[src/rtl/usr_pkg.sv]
// Shared types for the universal shift register.
// Assumes the operation field is two bits wide, with encodings fixed as below.
package usr_pkg;

    typedef enum logic [1:0] {
        MODE_HOLD = 2'b00,
        MODE_SHR  = 2'b01,
        MODE_SHL  = 2'b10,
        MODE_LOAD = 2'b11
    } usr_mode_e;

endpackage

[src/rtl/usr_next_state.sv]
// Next-state logic for each bit of the register.
// Computes the value the register takes at the coming edge from the current
// contents, the operation, the clear and both serial inputs. Purely combinational.
// Assumes WIDTH >= 2.
module usr_next_state
    import usr_pkg::*;
#(
    parameter int WIDTH = 8
) (
    input  logic [WIDTH-1:0] cur,
    input  usr_mode_e        mode,
    input  logic             clr_n,
    input  logic             shr_in,
    input  logic             shl_in,
    input  logic [WIDTH-1:0] load_val,
    output logic [WIDTH-1:0] nxt
);

    localparam int TOP = WIDTH - 1;

    for (genvar i = 0; i < WIDTH; i++) begin : g_bit
        logic from_lo;
        logic from_hi;
        logic bit_nx;

        // Neighbour below: the serial input at bit 0, otherwise bit i-1.
        if (i == 0) begin : g_lo_edge
            assign from_lo = shr_in;
        end else begin : g_lo_mid
            assign from_lo = cur[i-1];
        end

        // Neighbour above: the serial input at the top bit, otherwise bit i+1.
        if (i == TOP) begin : g_hi_edge
            assign from_hi = shl_in;
        end else begin : g_hi_mid
            assign from_hi = cur[i+1];
        end

        // Select this bit's next value; the clear takes priority.
        always_comb begin
            if (!clr_n) begin
                bit_nx = 1'b0;
            end else begin
                unique case (mode)
                    MODE_SHR:  bit_nx = from_lo;
                    MODE_SHL:  bit_nx = from_hi;
                    MODE_LOAD: bit_nx = load_val[i];
                    default:   bit_nx = cur[i];
                endcase
            end
        end

        assign nxt[i] = bit_nx;
    end

endmodule

[src/rtl/usr_bus_ctrl.sv]
// Drive-enable for the shared parallel bus.
// The bus is driven only when both active-low enables are low and the
// operation is not a load. Combinational, so it responds in the same cycle.
module usr_bus_ctrl
    import usr_pkg::*;
(
    input  logic      oe_a_n,
    input  logic      oe_b_n,
    input  usr_mode_e mode,
    output logic      drive
);

    // Both enables must be active, and a load forces the bus off.
    always_comb begin
        drive = !oe_a_n && !oe_b_n && (mode != MODE_LOAD);
    end

    // a load never drives the bus.
    always_comb begin
        a_r7_load_off: assert (!(mode == MODE_LOAD && drive));
    end

endmodule

[src/rtl/univ_shift_reg.sv]
// Universal shift register with a shared parallel bus.
// Holds WIDTH bits that can be kept, shifted in either direction, loaded from
// bus_in, or cleared on the clock edge. The surrounding level builds the
// tri-state buffer from bus_out and bus_oe. Chaining uses lsb_out, msb_out
// and the serial inputs.
// Assumes: a single clock; clr_n sampled synchronously; WIDTH >= 2.
module univ_shift_reg
    import usr_pkg::*;
#(
    parameter int WIDTH = 8
) (
    input  logic             clk,
    input  logic             clr_n,
    input  logic [1:0]       sel,
    input  logic             oe_a_n,
    input  logic             oe_b_n,
    input  logic             ser_r_in,
    input  logic             ser_l_in,
    input  logic [WIDTH-1:0] bus_in,
    output logic [WIDTH-1:0] bus_out,
    output logic             bus_oe,
    output logic             lsb_out,
    output logic             msb_out
);

    localparam int TOP = WIDTH - 1;

    usr_mode_e        mode;
    logic [WIDTH-1:0] q_r;
    logic [WIDTH-1:0] q_nx;

    assign mode = usr_mode_e'(sel);

    usr_next_state #(.WIDTH(WIDTH)) u_nx (
        .cur      (q_r),
        .mode     (mode),
        .clr_n    (clr_n),
        .shr_in   (ser_r_in),
        .shl_in   (ser_l_in),
        .load_val (bus_in),
        .nxt      (q_nx)
    );

    // Register state update on every rising edge.
    always_ff @(posedge clk) begin
        q_r <= q_nx;
    end

    usr_bus_ctrl u_bus (
        .oe_a_n (oe_a_n),
        .oe_b_n (oe_b_n),
        .mode   (mode),
        .drive  (bus_oe)
    );

    // Contents to the bus and the chaining outputs.
    assign bus_out = q_r;
    assign lsb_out = q_r[0];
    assign msb_out = q_r[TOP];

    // Goes high after the first edge, so $past never reaches before time zero.
    logic armed = 1'b0;
    always_ff @(posedge clk) begin
        armed <= 1'b1;
    end

    a_r1_clear: assert property (@(posedge clk) disable iff (!armed)
        !clr_n |=> (q_r == '0));

    a_r2_hold: assert property (@(posedge clk) disable iff (!armed || !clr_n)
        (mode == MODE_HOLD) |=> $stable(q_r));

    a_r3_shift_up: assert property (@(posedge clk) disable iff (!armed || !clr_n)
        (mode == MODE_SHR) |=> (q_r == {$past(q_r[TOP-1:0]), $past(ser_r_in)}));

    a_r4_shift_down: assert property (@(posedge clk) disable iff (!armed || !clr_n)
        (mode == MODE_SHL) |=> (q_r == {$past(ser_l_in), $past(q_r[TOP:1])}));

    a_r5_load: assert property (@(posedge clk) disable iff (!armed || !clr_n)
        (mode == MODE_LOAD) |=> (q_r == $past(bus_in)));

    a_r6_enable_off: assert property (@(posedge clk) disable iff (!armed)
        (oe_a_n || oe_b_n) |-> !bus_oe);

endmodule

[config.mk]
export PLATFORM = sky130hd
export DESIGN_NAME = univ_shift_reg
export DESIGN_NICKNAME = d
export VERILOG_FILES = /design/src/rtl/usr_pkg.sv /design/src/rtl/usr_next_state.sv /design/src/rtl/usr_bus_ctrl.sv /design/src/rtl/univ_shift_reg.sv
export SDC_FILE = /design/constraint.sdc
export NUM_CORES = 1
export LEC_CHECK = 0
export BUFFER_PORTS_ARGS = -buffer_cell sky130_fd_sc_hd__buf_2
export CAP_MARGIN = 20
export CORE_AREA = 10 10 47 49
export DETAILED_ROUTE_END_ITERATION = 8
export DIE_AREA = 0 0 57 59
export MAX_ROUTING_LAYER = met4
export PLACE_DENSITY_LB_ADDON = 0.12
export SYNTH_ARGS = -nofsm -noshare
export SYNTH_HDL_FRONTEND = slang
export SYNTH_SLANG_ARGS = --single-unit
[constraint.sdc]
create_clock -name clk -period 0.9 [get_ports clk]
set_input_delay 0.09 -clock clk [delete_from_list [all_inputs] [get_ports clk]]
set_output_delay 0.09 -clock clk [all_outputs]
set_load 0.01 [all_outputs]
After elaboration in Yosys (flattened, before gate mapping)
Cells that the tools add are included.
{"block": "classes", "n_eq_ne": 4, "mux": 8, "n_reduce_logical": 5}
{"op": "one-hot mux 1 bit (3 select lines)", "count": 8}
{"op": "equality test 2 bit (second input constant)", "count": 2}
{"op": "nonzero test 3 bit", "count": 1}
{"op": "equality test 2 x 1 -> 1 bit (second input constant)", "count": 1}
{"op": "logical AND 1 bit", "count": 2}
{"op": "logical NOT 1 bit", "count": 2}
{"op": "inequality test 2 bit (second input constant)", "count": 1}
{"block": "totals", "register_bits": 8, "inputBits": 16, "out_inout_bits": 11}

Longest topological paths before layout
Gate-level depths: netlist (run 1).
{"block": "logic_depth", "word_depth": 3, "mapped_depth": 4, "depth_no_buf": 2}

By module
From an unflattened synthesis (run 1), not the netlist that was laid out.
{"block": "unflattened", "cells_unflattened": 48, "area_unflattened_um2": 503.0}
{"mod": "usr_next_state", "n_inst": 1, "cells_per_inst": 37, "area_per_inst_um2": 315.3}
{"mod": "univ_shift_reg", "n_inst": 1, "cells_per_inst": 10, "area_per_inst_um2": 175.2}
{"mod": "usr_bus_ctrl", "n_inst": 1, "cells_per_inst": 1, "area_per_inst_um2": 12.5}

Worst setup path before layout (run 1)
No wires, ideal clock.
{"block": "synth_timing", "path_type": "input to output", "startpoint": "input port sel[0]", "endpoint": "output port bus_oe", "t_arrival_ns": 0.727, "required_time_ns": 0.810, "slack_ns": 0.083, "path_stages": 3, "path_cell_list": "buf_6 -> buf_12 -> a211oi_1"}
{"block": "synth_between", "elab_chain_len": 2}
{"item": "from (decl)", "line_no": "univ_shift_reg.sv:14", "rtl": "input logic [1:0] sel,"}
{"item": "inequality test 2 bit", "line_no": "usr_bus_ctrl.sv:15", "rtl": "drive = !oe_a_n && !oe_b_n && (mode != MODE_LOAD);"}
{"item": "logical AND 1 bit", "line_no": "usr_bus_ctrl.sv:15"}
{"item": "to (decl)", "line_no": "univ_shift_reg.sv:21", "rtl": "output logic bus_oe,"}
No other way between the ends.

Worst setup path in the final report (run 1)
{"block": "layout_timing", "startpoint": "register q_r[3] (netlist: bus_out[3])", "endpoint": "output port bus_out[3]"}
{"item": "from (decl)", "line_no": "univ_shift_reg.sv:29", "rtl": "logic [WIDTH-1:0] q_r;"}
{"item": "from (signal assigned)", "line_no": "univ_shift_reg.sv:46", "rtl": "q_r <= q_nx;"}
{"item": "to (decl)", "line_no": "univ_shift_reg.sv:20", "rtl": "output logic [WIDTH-1:0] bus_out,"}
No word-level cell between the ends.

==> results.ini, run 1 <==
[power_and_ir_drop]
p_switching_mw=0.2135
power_density_nw_per_um2=1454
combPwrFrac_pct=20.3
clkPwrFrac_pct=31.9
swShare_pct=25.68
p_leak_nw=0.2997
cellInternalPower_mw=0.6181
p_seq_share_pct=47.8
peakVddDrop_mv=0.6302

[sta]
setup_viol=0
fin_crit_sh_pct=95.14
max_slew_margin_pct=79.06
fin_crit_ns=0.8562
hold_viol=0
rsz0062_at_grt=no
whs_ns=0.1195
finalMaxSlewViolations=0
clock_skew_ns=0.008435
max_freq_mhz=1168
worst_pin_slew_ns=0.3141

[floorplan]
num_io_pins=27
dieArea_um2=3363
die_h_um=59
rows=14
chipWidth_um=57
core_area_um2=1401
initial_core_util_pct=31.25

[worst_setup_path]
max_stage_delay_ns=0.37
crit_family=flip-flops
critPathCaptureType=primary output
path_buf_inv=1
crit_fanout=4
path_cells=buf_2
cp.required_ns=0.81
criticalPathCategory=flip-flop to primary output
critPathSlowestCell=dfxtp_1
start_kind=flip-flop
critical_path_depth=1
r2r_cells=2
arrival_ns=0.77

[synthesis]
ys_types=10
syn-mean-instance-area_um2=10.95
yosysSeqAreaShare_pct=36.57
synth_fp_nets=56
netlist_area_um2=437.9
synth_edf_count=0
yosys-top-cells-area=dfxtp_1 37%, mux2i_1 37%, o22ai_1 11%, buf_12 4.6%, buf_4 3.4%
async_flop_share_pct=0
ys_warn_count=0
synth_top_area_share_pct=36.57
ys_ff_latch=8
synth_ff_type=dfxtp_1
synth_area_leader_cell=dfxtp_1
synthCells=40
synth_common_cells=16 x mux2i_1, 8 x dfxtp_1, 8 x o22ai_1
synth_most_common_cell=mux2i_1

[clock_tree]
cts_tree=built
cts-buffers-inserted=3
clk_pin_slew_ns=0.06
clockBufferDepth=2
htree_levels=1
clock-sinks=8
root_buffer=clkbuf_4
post-cts-setup-buffers=0
clock_latency_ns=0.25

[finish]
drive_gt1_share_pct=51.56
nets=82
diodes=0
final_cells=80
area_growth_pct=30.57
largest_reg_flops=8
fillers=155

[detailed_routing]
ant_nets=0
wl_per_cell_um=13.76
dr.pass1.iters=2
drtIter0Drc=1
drc=0
vias_per_cell=4.888
drt-total-wl_um=1101
vias=391

[global_route]
grt_max_degree=18
grt_pass1_wl_um=1828
grt_pass1_vias=441
antenna_found_initial=0
met1_usage_pct=7.314
use_met2_pct=10.70
gr-total-overflow=0
grt_util_met3_pct=2.790
busiest_layer=met2
grtUsageTotal_pct=6.777

[min_path]
hp-class=input port to flip-flop
hold_depth=3

[placed_design]
port_buffers=26
gp_congestion=0.6811
dp_hpwl_um=867
dp_cells=77

[job]
drv_cap=0

[outcome]
status=finished clean

-- cell families (layout without fill, tap and decap cells) --
group | count (synthesis) | in the layout | share of synthesized area (%)
buffers and inverters | 5 | 29 | 11.43
AND/OR/NAND/NOR | 2 | 2 | 2.286
multiplexers | 16 | 16 | 36.57
flip-flops | 8 | 8 | 36.57
AO/OA/AOI/OAI | 9 | 9 | 13.14
-- power by group through the flow --
stage	clock network [mW]	logic [mW]	registers [mW]
2_1_floorplan	0	0.108	0.411
6_report	0.266	0.169	0.397
4_1_cts	0.285	0.170	0.396
3_5_place_dp	0	0.169	0.404
5_1_grt	0.293	0.188	0.402
3_3_place_gp	0	0.170	0.405
-- worst reg2reg max path: cells and delay by family, from the launching register on --
kind	cells	cell delay, ns
compound gates	1	0.09
flops	1	0.33
mux	1	0.14
-- timing repair --
item	in CTS	in global routing
hold buffers	0	0
endpoints found under the setup margin	0	5
resized for setup	0	5
-- metal layers --
| layer | wire length [µm] | up-vias |
|---|---|---|
| li1 | - | 201 |
| met1 | 495 | 175 |
| met2 | 526 | 15 |
| met3 | 78 | 0 |
| met4 | 0 | 0 |
| met5 | 0 | - |
-- path summary, 6_finish.rpt --
kind                            from                 endpoint  slack (ns)
max reg2reg  bus_out[3]$_SDFFE_PN0P_  bus_out[2]$_SDFFE_PN0P_        0.21
max          bus_out[3]$_SDFFE_PN0P_               bus_out[3]        0.04
min                         ser_l_in  bus_out[7]$_SDFFE_PN0P_        0.12
min reg2reg  bus_out[4]$_SDFFE_PN0P_  bus_out[4]$_SDFFE_PN0P_        0.56
-- through the flow --
stage	setup WS, ns	utilization, %	setup TNS (ns)	power [mW]	cell area [µm²]
2_1_floorplan	0.08252	-	0	0.5191	437.9
4_1_cts	0.001469	40.00	0	0.8509	560.5
3_5_place_dp	-0.05916	38.39	-0.3891	0.5725	538.0
5_1_grt	0.00009809	40.80	0	0.8832	571.8
3_3_place_gp	-0.06347	38.39	-0.4407	0.5746	538.0
6_report	0.04377	40.80	0	0.8316	571.8
-- cell type report --
| type | count | area [µm²] | share of cell area (%) |
|---|---|---|---|
| multi-input combinational | 27 | 232.7 | 40.70 |
| tap | 16 | 20.02 | 3.501 |
| sequential | 8 | 163.9 | 28.67 |
| clock buffer | 3 | 22.52 | 3.939 |
| timing repair buffer | 26 | 132.6 | 23.19 |
-- layout by cell type (no fill, tap or decap), drive strengths merged --
master and n:
nand2b 1, dfxtp 8, a211oi 1, o22ai 8, buf 25, clkbuf 4, mux2i 16, nand2 1
Power figures use the tool's default switching activity.
==> run 2, diff against run 1 <==
Settings changed: SETUP_SLACK_MARGIN from default to 0.2.
==> run 2 against run 1 <==
Sequential share of layout area fell by 6.1 points. Largest power group unchanged. Critical path type unchanged. Worst setup slack improved by 0.044 ns. Largest cell class is now buffers. Core utilization increased by 16 points. Critical path depth unchanged.
==> results.ini, run 2 (synthesis results as in run 1) <==
[detailed_routing]
dr.pass1.iters=4  ; +2
drc=0  ; unchanged
drtIter0Drc=7  ; +6
wl_per_cell_um=14.00  ; +1.7%
ant_nets=0  ; unchanged
drt-total-wl_um=1316  ; +20%
vias_per_cell=4.670  ; -4.4%
vias=439  ; +12%

[placed_design]
place_ws_ns=-0.08226  ; -0.02310 ns
gp_congestion=0.6160  ; -9.6%
dp_cells=77  ; unchanged
port_buffers=26  ; unchanged

[power_and_ir_drop]
power_density_nw_per_um2=1177  ; -19%
swShare_pct=25.32  ; -0.35 points
finalPower_mw=0.9394  ; +13%
p_leak_nw=0.3939  ; +31%
peakVddDrop_mv=0.4988  ; -21%
cellInternalPower_mw=0.7016  ; +14%
clkPwrFrac_pct=28.1  ; -3.8 points
p_switching_mw=0.2379  ; +11%
combPwrFrac_pct=29.3  ; +9.0 points
p_seq_share_pct=42.6  ; -5.2 points

[sta]
hold_viol=0  ; unchanged
fin_crit_sh_pct=90.27  ; -4.9 points
fin_crit_ns=0.8124  ; -0.04378 ns
max_slew_margin_pct=77.67  ; -1.4 points
clock_skew_ns=0.004841  ; -0.003594 ns
setup_viol=0  ; unchanged
worst_pin_slew_ns=0.3349  ; +0.02083 ns
rsz0062_at_grt=yes
finalMaxSlewViolations=0  ; unchanged
fin_ws_ns=0.08755  ; +0.04378 ns
max_freq_mhz=1231  ; +5.4%

[min_path]
hp-class=input port to flip-flop
hold_depth=3  ; unchanged
min_delay_worst_endpoint=bus_out[2]$_SDFFE_PN0P_
hold_start=bus_in[2]

[clock_tree]
ctsHoldBuffers=0  ; unchanged
clock_latency_ns=0.25  ; about the same
cts-buffers-inserted=3  ; unchanged
cts_tree=built
clockBufferDepth=2  ; unchanged
clock-sinks=8  ; unchanged
root_buffer=clkbuf_4
htree_levels=1  ; unchanged
clk_pin_slew_ns=0.05  ; about the same

[global_route]
grt_pass1_wl_um=1897  ; +3.8%
grt_max_degree=18  ; unchanged
grtUsageTotal_pct=7.204  ; +0.43 points
gr-total-overflow=0  ; unchanged
grt_pass1_vias=424  ; -3.9%
antenna_found_initial=0  ; unchanged

[worst_setup_path]
crit_family=flip-flops
r2r-end=bus_out[7]$_SDFFE_PN0P_
cp.required_ns=0.81  ; about the same
critPathCaptureType=primary output
r2r_cells=3  ; +1
path_buf_inv=1  ; unchanged
path_cells=buf_6
reg2reg_from=bus_out[7]$_SDFFE_PN0P_
critPathSlowestCell=dfxtp_4
rrSetupSlack_ns=0.10  ; -0.11 ns
arrival_ns=0.72  ; -0.05 ns
criticalPathCategory=flip-flop to primary output
max_stage_delay_ns=0.36  ; about the same
startpoint=bus_out[7]$_SDFFE_PN0P_
start_kind=flip-flop
crit_fanout=4  ; unchanged

[finish]
diodes=0  ; unchanged
final_cells=94  ; +18%
area_growth_pct=82.29
largest_reg_flops=8  ; unchanged
drive_gt1_share_pct=66.67  ; +15 points
nets=96  ; +17%
layout_commonest_cell=mux2i_1
layout_common_cells=16 x mux2i_1, 15 x buf_2, 14 x buf_6

[outcome]
status=finished clean

[floorplan]
num_io_pins=27  ; unchanged
dieArea_um2=3363  ; unchanged
die_h_um=59  ; unchanged
initial_core_util_pct=31.25  ; unchanged
chipWidth_um=57  ; unchanged
core_area_um2=1401  ; unchanged
rows=14  ; unchanged

[job]
drv_cap=0  ; unchanged

-- run 2: changes by cell type in the layout (fill, tap and decap cells not counted), moves of 4 or more --
| cell | previous run | this run |
|---|---|---|
| buf_6 | 0 | 14 |
| buf_2 | 25 | 15 |
| dfxtp_1 | 5 | 0 |
| dfxtp_4 | 0 | 4 |
| buf_4 | 0 | 10 |
-- run 2: final cells by class --
cell class / instances / area (µm²)
Clock buffer: 3 / 22.52
Multi-Input combinational cell: 27 / 240.2
Timing Repair Buffer: 40 / 335.3
Tap cell: 16 / 20.02
Sequential cell: 8 / 180.2
Fill cell: 120 / 603.1
-- run 2: worst max-delay path by stage --
stage	endpoint	cells past startpoint
2_1_floorplan	bus_out[3]$_SDFFE_PN0P_	4
6_report	msb_out	1
5_1_grt	bus_out[1]$_SDFFE_PN0P_	3
4_1_cts	bus_out[7]	1
3_5_place_dp	bus_out[3]$_SDFFE_PN0P_	3
3_3_place_gp	bus_out[4]$_SDFFE_PN0P_	3
-- run 2: worst min-delay path, delay by kind of cell --
kind | cells | cell delay [ns]
buffers and inverters | 1 | 0.07
AO/OA/AOI/OAI | 1 | 0.09
multiplexers | 1 | 0.06
-- run 2: timing repair --
item	4_1_cts	5_1_grt
setup endpoints to repair	14	19
setup buffers	4	10
pin swaps	2	3
gates resized for setup	23	8
-- run 2: through the flow --
| stage | instance area, µm² | hold slack (ns) | TNS [ns] | utilization [%] |
|---|---|---|---|---|
| 2_1_floorplan | 459.2 | 0.2014 | 0 | - |
| 6_report | 798.3 | 0.1127 | 0 | 56.96 |
| 5_1_grt | 798.3 | 0.1096 | 0 | 56.96 |
| 4_1_cts | 691.9 | 0.1004 | 0 | 49.38 |
| 3_3_place_gp | 550.5 | 0.3620 | -0.5033 | 39.29 |
| 3_5_place_dp | 550.5 | 0.3649 | -0.5335 | 39.29 |
-- run 2: per-layer routing --
layer  part of all wire [%]  GRT usage [%]  vias to the layer above  routed length [µm]
met4                      0          4.027                        0                   0
met5                      0              -                        -                   0
met1                     47          8.232                      193                 621
li1                       -              -                      227                   -
met2                     44          10.08                       19                 580
met3                    8.7          3.433                        0                 114
-- run 2: power groups by stage --
stage | Combinational [mW] | Clock [mW] | Sequential [mW]
4_1_cts | 0.233 | 0.288 | 0.404
5_1_grt | 0.293 | 0.299 | 0.403
3_3_place_gp | 0.177 | 0 | 0.404
6_report | 0.275 | 0.264 | 0.400
2_1_floorplan | 0.117 | 0 | 0.411
3_5_place_dp | 0.177 | 0 | 0.404
==> run 3, diff against run 2 <==
Settings changed: CORE_AREA 10 10 47 49 to default, CORE_MARGIN from default to 10, CORE_UTILIZATION from default to 35, DIE_AREA 0 0 57 59 to default, SETUP_SLACK_MARGIN 0.2 to 0.4, SYNTH_HIERARCHICAL from default to 1.
==> run 3 against run 2 <==
Fmax rose by 0.31%. Core utilization fell by 5.2 points. Hold slack got worse by 0.0032 ns. Clock power barely moved. Clock-buffer cell count did not move. Register-to-register slack improved by 0.08 ns. Largest power group unchanged.
==> results.ini, run 3 <==
[outcome]
status=finished clean

[synthesis]
netlist_area_um2=503.0  ; +15%
synth_top_area_share_pct=31.84  ; -4.7 points
syn-mean-instance-area_um2=10.48  ; -4.3%
ys_ff_latch=8  ; unchanged
synth_most_common_cell=mux2i_1
synth_common_cells=16 x mux2i_1, 10 x buf_4, 8 x dfxtp_1, 8 x o22ai_1
yosys-top-cells-area=dfxtp_1 32%, mux2i_1 32%, buf_4 15%, o22ai_1 10%, buf_12 4.0%
ys_warn_count=6  ; +6
synth_ff_type=dfxtp_1
ys_types=10  ; unchanged
synth_area_leader_cell=dfxtp_1
synth_edf_count=0  ; unchanged
synth_fp_nets=64  ; +14%
async_flop_share_pct=0  ; unchanged
yosysSeqAreaShare_pct=31.84  ; -4.7 points
synthCells=48  ; +20%

[finish]
layout_commonest_cell=mux2i_1
seq_area_um2=182.7  ; +1.4%
fillers=128  ; +6.7%
area_growth_pct=37.31
drive_gt1_share_pct=61.19  ; -5.5 points
utilization_pct=51.78  ; -5.2 points
final_cells=82  ; -13%
nets=85  ; -11%
multi_input_area_um2=232.7  ; -3.1%
largest_reg_flops=8  ; unchanged
diodes=0  ; unchanged
layout_common_cells=16 x mux2i_1, 15 x buf_2, 11 x buf_6

[detailed_routing]
drt-total-wl_um=1135  ; -14%
dr.pass1.iters=2  ; -2
drc=0  ; unchanged
vias_per_cell=5.024  ; +7.6%
vias=412  ; -6.2%
drtIter0Drc=1  ; -6
wl_per_cell_um=13.84  ; -1.1%
ant_nets=0  ; unchanged

[floorplan]
num_io_pins=27  ; unchanged
core_area_um2=1334  ; -4.8%
rows=13  ; -1
dieArea_um2=3354  ; -0.28%
die_h_um=57.91  ; -1.8%
chipWidth_um=57.91  ; +1.6%
initial_core_util_pct=37.71  ; +6.5 points

[worst_setup_path]
r2r_cells=2  ; -1
critical_path_depth=1  ; unchanged
max_stage_delay_ns=0.35  ; about the same
path_buf_inv=1  ; unchanged
start_kind=flip-flop
path_cells=buf_6
crit_fanout=4  ; unchanged
criticalPathCategory=flip-flop to primary output
critPathCaptureType=primary output
arrival_ns=0.72  ; about the same
cp.required_ns=0.81  ; about the same
critPathSlowestCell=dfxtp_4
rrSetupSlack_ns=0.18  ; +0.08 ns
crit_family=flip-flops

[sta]
clock_skew_ns=0.003354  ; -0.001487 ns
worst_pin_slew_ns=0.3048  ; -0.03018 ns
max_freq_mhz=1235  ; +0.31%
max_slew_margin_pct=79.68  ; +2.0 points
hold_viol=0  ; unchanged
finalMaxSlewViolations=0  ; unchanged
tns_ns=0  ; unchanged
fin_crit_sh_pct=89.99  ; -0.28 points
rsz0062_at_grt=yes
setup_viol=0  ; unchanged
whs_ns=0.1096  ; -0.003185 ns
fin_crit_ns=0.8099  ; -0.002547 ns

[global_route]
grt_pass1_vias=449  ; +5.9%
gr-total-overflow=0  ; unchanged
grt_max_degree=10  ; -8
antenna_found_initial=0  ; unchanged
grt_pass1_wl_um=2028  ; +6.9%
grtUsageTotal_pct=7.492  ; +0.29 points

[power_and_ir_drop]
p_leak_nw=0.3333  ; -15%
finalPower_mw=0.8848  ; -5.8%
power_density_nw_per_um2=1281  ; +8.9%
peakVddDrop_mv=0.7072  ; +42%

[clock_tree]
cts_tree=built
clockBufferDepth=2  ; unchanged
root_buffer=clkbuf_4
htree_levels=1  ; unchanged
cts-buffers-inserted=3  ; unchanged
clock-sinks=8  ; unchanged
clk_pin_slew_ns=0.05  ; about the same
clock_latency_ns=0.25  ; about the same
ctsHoldBuffers=0  ; unchanged

[placed_design]
port_buffers=26  ; unchanged
dp_cells=77  ; unchanged
gp_congestion=0.6274  ; +1.9%

[min_path]
hp-class=input port to flip-flop
hold_depth=3  ; unchanged

[job]
drv_cap=0  ; unchanged

## run 3: metal layers
layer	GRT usage, %	share of wire (%)	up-vias
met1	8.780	46	188
met5	-	0	-
met2	11.04	44	19
met3	5.011	9.8	0
li1	-	-	205
met4	0	0	0
## run 3: where the power goes
part	internal (mW)	total [mW]	leakage, nW	switching, mW
Sequential	0.373	0.398	0.0703	0.0250
Clock	0.152	0.267	0.0138	0.115
Combinational	0.133	0.219	0.249	0.0860
## run 3: path summary, 6_finish.rpt
path,endpoint,startpoint
setup / recovery,bus_out[0],bus_out[0]$_DFF_P_
hold / removal,bus_out[3]$_DFF_P_,bus_in[3]
setup reg to reg,bus_out[6]$_DFF_P_,bus_out[7]$_DFF_P_
hold reg to reg,bus_out[3]$_DFF_P_,bus_out[4]$_DFF_P_
## run 3: logic make-up (layout without fill, tap and decap cells)
kind of cell	Yosys count	count (layout)	synth area share (%)
buf+inv	13	32	21.89
flops	8	8	31.84
compound gates	9	9	12.44
mux	16	16	31.84
simple gates	2	2	1.990
## run 3: repair_timing
item / 4_1_cts / 5_1_grt
hold endpoints to repair: 0 / 0
pin swaps: 2 / 1
gates resized for setup: 17 / 3
setup buffers: 2 / 0
setup endpoints to repair: 19 / 19
## run 3: area by class of cell
type	count	area share [%]
clock buffers	3	3.261
multi-input cells	27	33.70
flip-flops and latches	8	26.45
well taps	15	2.717
repair buffers	29	33.88
## run 3: worst min-delay path, delay by kind of cell
| family | cells | cell delay [ns] |
|---|---|---|
| compound gates | 1 | 0.09 |
| buf+inv | 1 | 0.08 |
| mux | 1 | 0.06 |
## run 3: stage by stage
stage	worst slack, ns	area (µm²)
after detailed placement	0.09292	569.3
after CTS	0.08122	683.2
final	0.09010	690.7
after floorplan	0.08790	526.8
after global routing	0.06129	690.7
after global placement	0.09987	569.3
